[src/rtl/wdt_ew_pkg.sv]
package wdt_ew_pkg;

  typedef enum logic {
    FIN_IRQ   = 1'b0,
    FIN_RESET = 1'b1
  } fin_mode_e;

  localparam int FLAG_EW_BIT  = 0;
  localparam int FLAG_FIN_BIT = 1;
  localparam int FLAG_W       = 2;

endpackage

[src/rtl/wdt_tick_div.sv]
module wdt_tick_div #(
  parameter int SEL_W = 3
) (
  input  logic             clk,
  input  logic             rst_n,
  input  logic             kick,
  input  logic             tick_in,
  input  logic [SEL_W-1:0] sel,
  output logic             div_tick
);

  localparam int CNT_W = SEL_W + 1;

  logic [CNT_W-1:0] dcnt;
  logic [CNT_W-1:0] ratio_m1;
  logic             hit;

  // ratio minus one is 2*sel
  assign ratio_m1 = {sel, 1'b0};
  assign hit      = tick_in && !kick && (dcnt >= ratio_m1);
  assign div_tick = hit;

  always_ff @(posedge clk or negedge rst_n) begin
    if (!rst_n) begin
      dcnt <= '0;
    end else if (kick) begin
      dcnt <= '0;
    end else if (tick_in) begin
      if (hit) dcnt <= '0;
      else     dcnt <= dcnt + 1'b1;
    end
  end

  AST_DIV_KICK_QUIET: assert property (@(posedge clk) disable iff (!rst_n)
    kick |-> !div_tick);

endmodule

[src/rtl/wdt_period_cnt.sv]
module wdt_period_cnt #(
  parameter int BASE_EXP = 11,
  parameter int MAX_CODE = 9,
  parameter int PRE_W    = 4
) (
  input  logic             clk,
  input  logic             rst_n,
  input  logic             kick,
  input  logic             div_tick,
  input  logic [PRE_W-1:0] pre_sel,
  output logic             ew_hit,
  output logic             fin_hit
);

  localparam int CNT_W = BASE_EXP + MAX_CODE + 1;
  localparam int SH_W  = $clog2(CNT_W + 1);

  logic [CNT_W-1:0] cnt;
  logic [CNT_W:0]   cnt_next;
  logic [PRE_W-1:0] eff_code;
  logic [SH_W-1:0]  shamt;
  logic [CNT_W:0]   ew_lim;
  logic [CNT_W:0]   fin_lim;

  // reserved codes fold onto the largest period
  assign eff_code = (pre_sel > PRE_W'(MAX_CODE)) ? PRE_W'(MAX_CODE) : pre_sel;
  assign shamt    = SH_W'(BASE_EXP) + SH_W'(eff_code);
  assign ew_lim   = (CNT_W + 1)'(1) << shamt;
  assign fin_lim  = ew_lim << 1;

  assign cnt_next = {1'b0, cnt} + 1'b1;
  assign ew_hit   = div_tick && !kick && (cnt_next == ew_lim);
  assign fin_hit  = div_tick && !kick && (cnt_next >= fin_lim);

  always_ff @(posedge clk or negedge rst_n) begin
    if (!rst_n) begin
      cnt <= '0;
    end else if (kick) begin
      cnt <= '0;
    end else if (div_tick) begin
      if (fin_hit) cnt <= '0;
      else         cnt <= cnt_next[CNT_W-1:0];
    end
  end

  AST_KICK_NO_EXPIRY: assert property (@(posedge clk) disable iff (!rst_n)
    kick |-> !(ew_hit || fin_hit));
  AST_STAGES_DISTINCT: assert property (@(posedge clk) disable iff (!rst_n)
    fin_hit |-> !ew_hit);

endmodule

[src/rtl/wdt_flags.sv]
module wdt_flags
  import wdt_ew_pkg::*;
(
  input  logic              clk,
  input  logic              rst_n,
  input  logic              ew_hit,
  input  logic              fin_hit,
  input  logic              ew_en,
  input  fin_mode_e         fin_mode,
  input  logic              ack,
  input  logic              clr_we,
  input  logic [FLAG_W-1:0] clr_bits,
  output logic              ew_flag,
  output logic              fin_flag,
  output logic              rst_req
);

  logic ew_set, ew_clr, fin_set, fin_clr;

  assign ew_set  = ew_hit && ew_en;
  assign ew_clr  = ack || (clr_we && clr_bits[FLAG_EW_BIT]);
  assign fin_set = fin_hit && (fin_mode == FIN_IRQ);
  assign fin_clr = clr_we && clr_bits[FLAG_FIN_BIT];

  always_ff @(posedge clk or negedge rst_n) begin
    if (!rst_n) begin
      ew_flag  <= 1'b0;
      fin_flag <= 1'b0;
      rst_req  <= 1'b0;
    end else begin
      if (ew_set)      ew_flag <= 1'b1;
      else if (ew_clr) ew_flag <= 1'b0;
      if (fin_set)      fin_flag <= 1'b1;
      else if (fin_clr) fin_flag <= 1'b0;
      rst_req <= fin_hit && (fin_mode == FIN_RESET);
    end
  end

  AST_EW_NEEDS_ENABLE: assert property (@(posedge clk) disable iff (!rst_n)
    $rose(ew_flag) |-> $past(ew_en));
  AST_EW_SET_WINS: assert property (@(posedge clk) disable iff (!rst_n)
    ew_set |=> ew_flag);
  AST_EW_ACK_CLEARS: assert property (@(posedge clk) disable iff (!rst_n)
    (ack && !ew_set) |=> !ew_flag);
  AST_FIN_ACK_IGNORED: assert property (@(posedge clk) disable iff (!rst_n)
    (fin_flag && !fin_clr) |=> fin_flag);

endmodule

[src/rtl/wdt_early_warn.sv]
module wdt_early_warn
  import wdt_ew_pkg::*;
#(
  parameter int BASE_EXP = 11,
  parameter int MAX_CODE = 9,
  parameter int DIV_W    = 3,
  parameter int PRE_W    = 4
) (
  input  logic             clk,
  input  logic             rst_n,
  input  logic             tick_in,
  input  logic             kick,
  input  logic             cfg_we,
  input  logic [DIV_W-1:0] cfg_div_sel,
  input  logic [PRE_W-1:0] cfg_pre_sel,
  input  logic             cfg_ew_en,
  input  logic             cfg_fin_reset,
  input  logic             glob_ie,
  input  logic             flag_we,
  input  logic [1:0]       flag_wdata,
  input  logic             irq_ack,
  output logic             ew_flag,
  output logic             fin_flag,
  output logic             irq,
  output logic             rst_req
);

  logic [DIV_W-1:0] div_q;
  logic [PRE_W-1:0] pre_q;
  logic             ew_en_q;
  fin_mode_e        mode_q;
  logic             div_tick;
  logic             ew_hit;
  logic             fin_hit;

  always_ff @(posedge clk or negedge rst_n) begin
    if (!rst_n) begin
      div_q   <= '0;
      pre_q   <= '0;
      ew_en_q <= 1'b0;
      mode_q  <= FIN_IRQ;
    end else if (cfg_we) begin
      div_q   <= cfg_div_sel;
      pre_q   <= cfg_pre_sel;
      ew_en_q <= cfg_ew_en;
      mode_q  <= cfg_fin_reset ? FIN_RESET : FIN_IRQ;
    end
  end

  wdt_tick_div #(.SEL_W(DIV_W)) u_div (
    .clk      (clk),
    .rst_n    (rst_n),
    .kick     (kick),
    .tick_in  (tick_in),
    .sel      (div_q),
    .div_tick (div_tick)
  );

  wdt_period_cnt #(.BASE_EXP(BASE_EXP), .MAX_CODE(MAX_CODE), .PRE_W(PRE_W)) u_cnt (
    .clk      (clk),
    .rst_n    (rst_n),
    .kick     (kick),
    .div_tick (div_tick),
    .pre_sel  (pre_q),
    .ew_hit   (ew_hit),
    .fin_hit  (fin_hit)
  );

  wdt_flags u_flags (
    .clk      (clk),
    .rst_n    (rst_n),
    .ew_hit   (ew_hit),
    .fin_hit  (fin_hit),
    .ew_en    (ew_en_q),
    .fin_mode (mode_q),
    .ack      (irq_ack),
    .clr_we   (flag_we),
    .clr_bits (flag_wdata),
    .ew_flag  (ew_flag),
    .fin_flag (fin_flag),
    .rst_req  (rst_req)
  );

  assign irq = glob_ie && ((ew_en_q && ew_flag) || fin_flag);

  AST_IRQ_NEEDS_GIE: assert property (@(posedge clk) disable iff (!rst_n)
    irq |-> glob_ie);
  AST_RST_SINGLE_CYCLE: assert property (@(posedge clk) disable iff (!rst_n)
    rst_req |=> !rst_req);
  AST_MODE_EXCLUSIVE: assert property (@(posedge clk) disable iff (!rst_n)
    $rose(fin_flag) |-> !rst_req);

endmodule

[config.mk]
export PLATFORM = sky130hd
export DESIGN_NAME = wdt_early_warn
export DESIGN_NICKNAME = d
export VERILOG_FILES = /design/src/rtl/wdt_ew_pkg.sv /design/src/rtl/wdt_tick_div.sv /design/src/rtl/wdt_period_cnt.sv /design/src/rtl/wdt_flags.sv /design/src/rtl/wdt_early_warn.sv
export SDC_FILE = /design/constraint.sdc
export NUM_CORES = 1
export LEC_CHECK = 0
export ABC_CLOCK_PERIOD_IN_PS = 5800
export BUFFER_PORTS_ARGS = -buffer_cell sky130_fd_sc_hd__buf_2
export CAP_MARGIN = 20
export CORE_MARGIN = 1.5
export CORE_UTILIZATION = 47
export CTS_CLUSTER_DIAMETER = 30
export CTS_CLUSTER_SIZE = 8
export DETAILED_ROUTE_END_ITERATION = 10
export SLEW_MARGIN = 20
export SYNTH_ARGS = -nofsm -noshare
export SYNTH_HDL_FRONTEND = slang
export SYNTH_SLANG_ARGS = --single-unit
[constraint.sdc]
create_clock -name clk -period 5.8 [get_ports clk]
set_clock_uncertainty 0.2 [all_clocks]
set_input_delay 1.16 -clock clk [delete_from_list [all_inputs] [get_ports clk]]
set_output_delay 1.16 -clock clk [all_outputs]
set_load 0.005 [all_outputs]
==> reports/results.md, run 1 <==
• **CP Data Arrival Time** 4.87 ns
• **crit-path max FO** 28
• **number of enable-type register cells in the synthesized netlist** 0
• **final hold violations** 0
• **number of cells produced by synthesis** 364
• **number of setup buffers added after CTS** 0
• **total routing usage reported by global routing** 22.3%
• **final std cell area, no fill** 3490 µm²
• **cell type with the highest aggregate area in the netlist** sky130_fd_sc_hd__dfrtp_1
• **leakage** 1.61 nW
• **Via density** 5.82
• **top cell type's share of synthesized area** 28.4%
• **largest net degree at the start of global routing** 38
• **cell area after placement** 3380 µm²
• **worst slack, placed** 1.04 ns
• **synthesized net count** 412
• **ratio of total power to cell area** 183 nW/µm²
• **Final GP Congestion** 0.947
• **clock insertion delay at the later pin of the skew report** 0.30 ns
• **Setup crit end kind** flip-flop
• **final routed DRC violation total** 0
• **number of storage elements in the synthesis netlist** 37
• **hold buffers post-CTS** 0
• **DIE AREA** 7450 µm²
• **slew at the pin with the worst max-slew slack** 0.915 ns
• **DRT iter0 DRCs** 215
• **setup TNS after final layout** 0 ns
• **fraction of the yosys area taken by sequential cells** 28.4%
• **Critical Path Start Type** flip-flop
• **per-instance average area after synthesis** 8.96 µm²
• **number of clock sinks seen by CTS** 37
• **routed length per placed instance** 16.5 µm
• **via count of the first global-routing pass** 2542
• **total number of placement rows** 30
• **f_max** 0.206 GHz
• **final period demand of the worst path** 4.85 ns
• **Congestion Overflow GR** 0
• **Resized cells post-CTS** 0
• **max-slew violations** 0
• **# H-tree levels** 2
• **cts bufs inserted** 5
• **CTS tree** done
• **prevailing post-synth register cell** sky130_fd_sc_hd__dfrtp_1
• **fraction of the cycle the final worst path needs** 83.6%
• **Synth top cells by count** sky130_fd_sc_hd__nand2_1, sky130_fd_sc_hd__dfrtp_1, sky130_fd_sc_hd__ha_1
• **data required time of the critical path** 5.82 ns
• **Chip Height** 86.3 µm
• **run status** complete, no violations
• **number of port buffers** 22
• **Clock Path Buffers** 2
• **most common cell in the netlist** sky130_fd_sc_hd__nand2_1
• **synthesis-to-layout area growth** 7.02%
• **Hold WC Path Type** reg -> reg
• **clock transition at the registers of the reported paths** 0.08 ns
• **worst vdd ir** 0.137 mV
• **number of maximum-capacitance violations** 0
• **worst path setup slack after routing** 0.950 ns
• **Antenna Diode Count** 0
• **buffer type at the clock tree root** sky130_fd_sc_hd__clkbuf_8
• **count of vias placed by the detailed router** 2660
• **unrepaired setup endpoints after global routing** no
• **core outline area** 6760 µm²
• **Max transition margin** 39.0%
• **Total Nets Final** 424
• **initial antenna violation count** 0
• **overall routed net length** 7560 µm
• **First-pass DRT Iterations** 4
• **Ports** 23
• **number of setup violations in the final report** 0
• **top cells by area in the synthesized netlist** sky130_fd_sc_hd__dfrtp_1, sky130_fd_sc_hd__ha_1, sky130_fd_sc_hd__nand2_1
• **Worst Path Class, Setup** reg -> reg
• **fraction of synthesis flops using an asynchronous set or reset pin** 100%
• **summed instance area of the synthesized netlist** 3260 µm²
• **fraction of layout instances using a drive strength above 1** 14.9%
• **Filler Cell Count** 650
• **Synth warnings** 0
• **first-pass GRT wire length** 12900 µm
• **starting density of the core** 48.3%
• **Netlist cell types** 68
• **antenna violation net count after detailed routing** 0
• **Die W** 86.3 µm
• **HPWL reported at the end of detailed placement** 5740 µm
[cell type report]
type                            count  area, µm²  area share (%)
Timing Repair Buffer               22        110            3.16
Inverter                           15       56.3            1.61
Sequential cell                    37        926            26.5
Tap cell                           80        100            2.87
Clock inverter                      2       38.8            1.11
Multi-Input combinational cell    295       2190            62.6
Clock buffer                        6       72.6            2.08
[layout by cell type (no fill, tap or decap), types with 9 or more instances in the layout]
cell                       n
sky130_fd_sc_hd__nand2_1  45
sky130_fd_sc_hd__dfrtp_1  37
sky130_fd_sc_hd__ha_1     29
sky130_fd_sc_hd__buf_2    22
sky130_fd_sc_hd__a21oi_1  19
sky130_fd_sc_hd__xnor2_1  17
sky130_fd_sc_hd__xor2_1   16
sky130_fd_sc_hd__nand3_1  15
sky130_fd_sc_hd__inv_1    15
sky130_fd_sc_hd__o21ai_0  14
sky130_fd_sc_hd__nor2_1   11
sky130_fd_sc_hd__a21o_1   10
sky130_fd_sc_hd__a31oi_1   9
[critical path: stages (launching register included)]
cell and delay, ns:
sky130_fd_sc_hd__dfrtp_1 0.48, sky130_fd_sc_hd__a211oi_1 0.45, sky130_fd_sc_hd__inv_1 0.09, sky130_fd_sc_hd__ha_1 0.34
sky130_fd_sc_hd__nor4b_1 0.64, sky130_fd_sc_hd__nand2_1 0.19, sky130_fd_sc_hd__ha_1 0.33, sky130_fd_sc_hd__a21o_1 0.19
sky130_fd_sc_hd__a221oi_1 0.29, sky130_fd_sc_hd__nand2_1 0.08, sky130_fd_sc_hd__a211oi_1 0.27, sky130_fd_sc_hd__o21a_1 0.78
sky130_fd_sc_hd__o21ai_0 0.20, sky130_fd_sc_hd__a31oi_1 0.22
[cell families (layout without fill, tap and decap cells)]
family,count (synthesis),count (layout),synth area share (%)
and+or+nand+nor,136,136,24.7
AOI/OAI and AO/OA,87,87,18.1
DFF,37,37,28.4
xor gates and xnor gates,36,36,10.7
buffers and inverters,32,45,4.57
adders and majority gates,29,29,11.1
muxes,7,7,2.42
[metrics by stage]
stage / utilization, % / hold WS, ns / power (mW) / std cells
final: 51.6 / 0.276 / 0.639 / 457
after global routing: 51.6 / 0.314 / 0.672 / 457
after CTS: 51.6 / 0.278 / 0.646 / 457
after detailed placement: 50.0 / 0.267 / 0.408 / 449
after global placement: 50.0 / 0.265 / 0.406 / 449
after floorplan: - / 0.245 / 0.373 / 364
[path summary, 6_finish.rpt]
check                         start               end  slack (ns)  depth (start not counted)
max                        pre_q[3]      u_cnt.cnt[9]        0.95                         13
min                          mode_q  u_flags.fin_flag        0.28                          1
max reg2reg                pre_q[3]      u_cnt.cnt[9]        0.95                         13
min in group asynchronous     rst_n  u_flags.fin_flag        0.76                          1
min reg2reg                  mode_q  u_flags.fin_flag        0.28                          1
max in group asynchronous     rst_n          pre_q[2]        4.12                          1
[power breakdown]
| group | switching (mW) | internal, mW | total, mW |
|---|---|---|---|
| Combinational | 0.0753 | 0.0484 | 0.124 |
| Sequential | 0.0130 | 0.267 | 0.280 |
| Clock | 0.106 | 0.129 | 0.235 |
| Total | 0.195 | 0.444 | 0.639 |
[routing by layer]
layer / track usage, % / up-vias / wire length, µm
met4: 8.06 / 0 / 208
li1: - / 1345 / -
met5: 0 / - / 0
met3: 3.81 / 18 / 262
met2: 36.0 / 58 / 3490
met1: 30.1 / 1239 / 3600
[flip-flops by register name, indices dropped and copies added, names as in the netlist]
| register | flops |
|---|---|
| pre_q | 4 |
| u_div.dcnt | 4 |
| mode_q | 1 |
| u_flags.ew_flag | 1 |
| u_cnt.cnt | 21 |
| u_flags.fin_flag | 1 |
| u_flags.rst_req | 1 |
| div_q | 3 |
| ew_en_q | 1 |
Power figures use the tool's default switching activity.
==> inputs of run 2 (changes only) <==
--- a/config.mk
+++ b/config.mk
@@ -5,7 +5,7 @@
 export SDC_FILE = /design/constraint.sdc
 export NUM_CORES = 1
 export LEC_CHECK = 0
-export ABC_CLOCK_PERIOD_IN_PS = 5800
+export ABC_CLOCK_PERIOD_IN_PS = 4550
 export BUFFER_PORTS_ARGS = -buffer_cell sky130_fd_sc_hd__buf_2
 export CAP_MARGIN = 20
 export CORE_MARGIN = 1.5
==> constraint.sdc (replaced) <==
create_clock -name clk -period 4.55 [get_ports clk]
set_clock_uncertainty 0.2 [all_clocks]
set_input_delay 0.91 -clock clk [delete_from_list [all_inputs] [get_ports clk]]
set_output_delay 0.91 -clock clk [all_outputs]
set_load 0.005 [all_outputs]
==> run 2 against run 1 <==
Net effect: die area unchanged; final cell count increased by 0.22%; flip-flop and latch count stayed put.
==> reports/results.md, run 2 (synthesis gave the netlist of run 1 again) <==
• **# H-tree levels** 2, unchanged
• **fraction of the cycle the final worst path needs** 91.6%, was 83.6%
• **met1 track utilization from global routing** 29.1%, was 30.1%
• **clock transition at the registers of the reported paths** 0.09 ns, was 0.08 ns
• **worst reg-to-reg setup slack** 0.38 ns, was 0.95 ns
• **Via density** 5.97, was 5.82
• **unrepaired setup endpoints after global routing** no, unchanged
• **met3 Resource Use GR** 3.71%, was 3.81%
• **Clock Path Buffers** 2, unchanged
• **Worst Hold Depth** 1, unchanged
• **leakage** 1.61 nW, about the same
• **final routed DRC violation total** 0, unchanged
• **setup TNS after final layout** 0 ns, unchanged
• **synthesis-to-layout area growth** 6.95%, was 7.02%
• **First-pass DRT Iterations** 4, unchanged
• **first-pass GRT wire length** 12600 µm, was 12900 µm
• **leading cell type in the layout, fill and taps excluded** sky130_fd_sc_hd__nand2_1, unchanged
• **total number of placement rows** 30, unchanged
• **met2 routing resource usage after global routing** 36.4%, was 36.0%
• **terminating pin of the worst hold path** u_flags.fin_flag, unchanged
• **Congestion Overflow GR** 0, unchanged
• **core outline area** 6760 µm², unchanged
• **worst path setup slack after routing** 0.383 ns, was 0.950 ns
• **cts bufs inserted** 5, unchanged
• **run status** complete, no violations, unchanged
• **final hold violations** 0, unchanged
• **f_max** 0.240 GHz, was 0.206 GHz
• **max-slew violations** 0, unchanged
• **number of port buffers** 22, unchanged
• **fraction of layout instances using a drive strength above 1** 15.9%, was 14.9%
• **final period demand of the worst path** 4.17 ns, was 4.85 ns
• **Max transition margin** 41.7%, was 39.0%
• **DRT iter0 DRCs** 166, was 215
• **largest net degree at the start of global routing** 38, unchanged
• **ratio of total power to cell area** 220 nW/µm², was 183 nW/µm²
• **data required time of the critical path** 4.58 ns, was 5.82 ns
• **hold_sp** mode_q, unchanged
• **worst vdd ir** 0.101 mV, was 0.137 mV
• **count of vias placed by the detailed router** 2735, was 2660
• **number of clock sinks seen by CTS** 37, unchanged
• **CTS tree** done, unchanged
• **Die W** 86.3 µm, unchanged
• **worst slack, placed** 0.336 ns, was 1.04 ns
• **Ports** 23, unchanged
• **clock insertion delay at the later pin of the skew report** 0.31 ns, was 0.30 ns
• **Total Nets Final** 425, was 424
• **endpoint of the most critical register-to-register path** u_cnt.cnt[9], unchanged
• **most flop-heavy register** u_cnt.cnt, unchanged
• **CP Data Arrival Time** 4.19 ns, was 4.87 ns
• **total routing usage reported by global routing** 21.9%, was 22.3%
• **FF-to-FF path depth** 15, was 13
• **GR peak layer** met2, unchanged
• **overall routed net length** 7610 µm, was 7560 µm
• **Hold WC Path Type** reg -> reg, unchanged
• **Largest register FFs** 21, unchanged
• **number of setup buffers added after CTS** 0, unchanged
• **starting density of the core** 48.3%, unchanged
• **crit-path max FO** 28, unchanged
• **Tot Pwr** 0.768 mW, was 0.639 mW
• **DIE AREA** 7450 µm², unchanged
• **top flop regs** u_cnt.cnt x21, pre_q x4, u_div.dcnt x4, unchanged
• **fin util** 51.6%, about the same
• **Critical Path Start Type** flip-flop, unchanged
• **most used cells in the layout excluding fill and tap cells** sky130_fd_sc_hd__nand2_1, sky130_fd_sc_hd__dfrtp_1, sky130_fd_sc_hd__ha_1, sky130_fd_sc_hd__buf_2, sky130_fd_sc_hd__a21oi_1, unchanged
• **number of maximum-capacitance violations** 0, unchanged
• **antenna violation net count after detailed routing** 0, unchanged
• **buffer type at the clock tree root** sky130_fd_sc_hd__clkbuf_8, unchanged
• **HPWL reported at the end of detailed placement** 5780 µm, was 5740 µm
• **start of the worst register-to-register path** pre_q[3], unchanged
• **Setup crit end kind** flip-flop, unchanged
• **routed length per placed instance** 16.6 µm, was 16.5 µm
• **via count of the first global-routing pass** 2561, was 2542
• **Worst Path Class, Setup** reg -> reg, unchanged
• **slew at the pin with the worst max-slew slack** 0.871 ns, was 0.915 ns
• **hold slack final** 0.289 ns, was 0.276 ns
• **initial antenna violation count** 0, unchanged
• **Chip Height** 86.3 µm, unchanged
• **Antenna Diode Count** 0, unchanged
• **number of setup violations in the final report** 0, unchanged
• **Final GP Congestion** 0.916, was 0.947
run 2: how the worst max path moves through the flow:
stage / start / end / slack, ns / cells past startpoint
finish: pre_q[3] / u_cnt.cnt[9] / 0.38 / 15
global route: pre_q[3] / u_cnt.cnt[5] / 0.07 / 15
CTS: pre_q[3] / u_cnt.cnt[9] / 0.30 / 14
detailed placement: pre_q[3] / u_cnt.cnt[9] / 0.34 / 14
global placement: pre_q[3] / u_cnt.cnt[9] / 0.46 / 14
floorplan: pre_q[3] / u_cnt.cnt[14] / 0.48 / 17
run 2: area by class of cell:
class                      instances  area (µm²)
fill                             649        3270
multi-input combinational        295        2200
sequential                        37         926
timing repair buffer              23         118
tap                               80         100
clock buffer                       5        68.8
inverter                          15        56.3
clock inverter                     3        21.3
run 2: where the power goes:
| part | internal (mW) | switching [mW] | leakage, nW |
|---|---|---|---|
| logic | 0.0630 | 0.0968 | 1.07 |
| registers | 0.340 | 0.0168 | 0.496 |
| clock network | 0.109 | 0.143 | 0.0445 |
run 2: repair_timing:
| item | 4_1_cts | 5_1_grt |
|---|---|---|
| resized for setup | 0 | 2 |
| endpoints found under the setup margin | 0 | 10 |
| hold endpoints to repair | 0 | 0 |
| hold buffers | 0 | 0 |
run 2: critical path, cell delays in order, from the launching register on:
cell                       delay [ns]
sky130_fd_sc_hd__dfrtp_1         0.50
sky130_fd_sc_hd__a211oi_2        0.35
sky130_fd_sc_hd__inv_1           0.08
sky130_fd_sc_hd__ha_1            0.34
sky130_fd_sc_hd__nor2_2          0.30
sky130_fd_sc_hd__and3_1          0.25
sky130_fd_sc_hd__nand2_1         0.12
sky130_fd_sc_hd__ha_1            0.33
sky130_fd_sc_hd__and3_1          0.16
sky130_fd_sc_hd__a221oi_1        0.28
sky130_fd_sc_hd__nand2_1         0.09
sky130_fd_sc_hd__a211oi_1        0.28
sky130_fd_sc_hd__o21a_1          0.18
sky130_fd_sc_hd__buf_4           0.29
sky130_fd_sc_hd__o21ai_0         0.14
sky130_fd_sc_hd__a31oi_1         0.19
run 2: routing by layer:
layer,part of all wire [%],vias to the layer above
li1,-,1350
met5,0,-
met3,3.9,13
met2,47,61
met4,1.8,0
met1,48,1311
run 2: metrics by stage:
stage | instance area, µm² | cells
2_1_floorplan | 3260 | 364
3_3_place_gp | 3390 | 450
3_5_place_dp | 3390 | 450
4_1_cts | 3480 | 458
5_1_grt | 3490 | 458
6_report | 3490 | 458
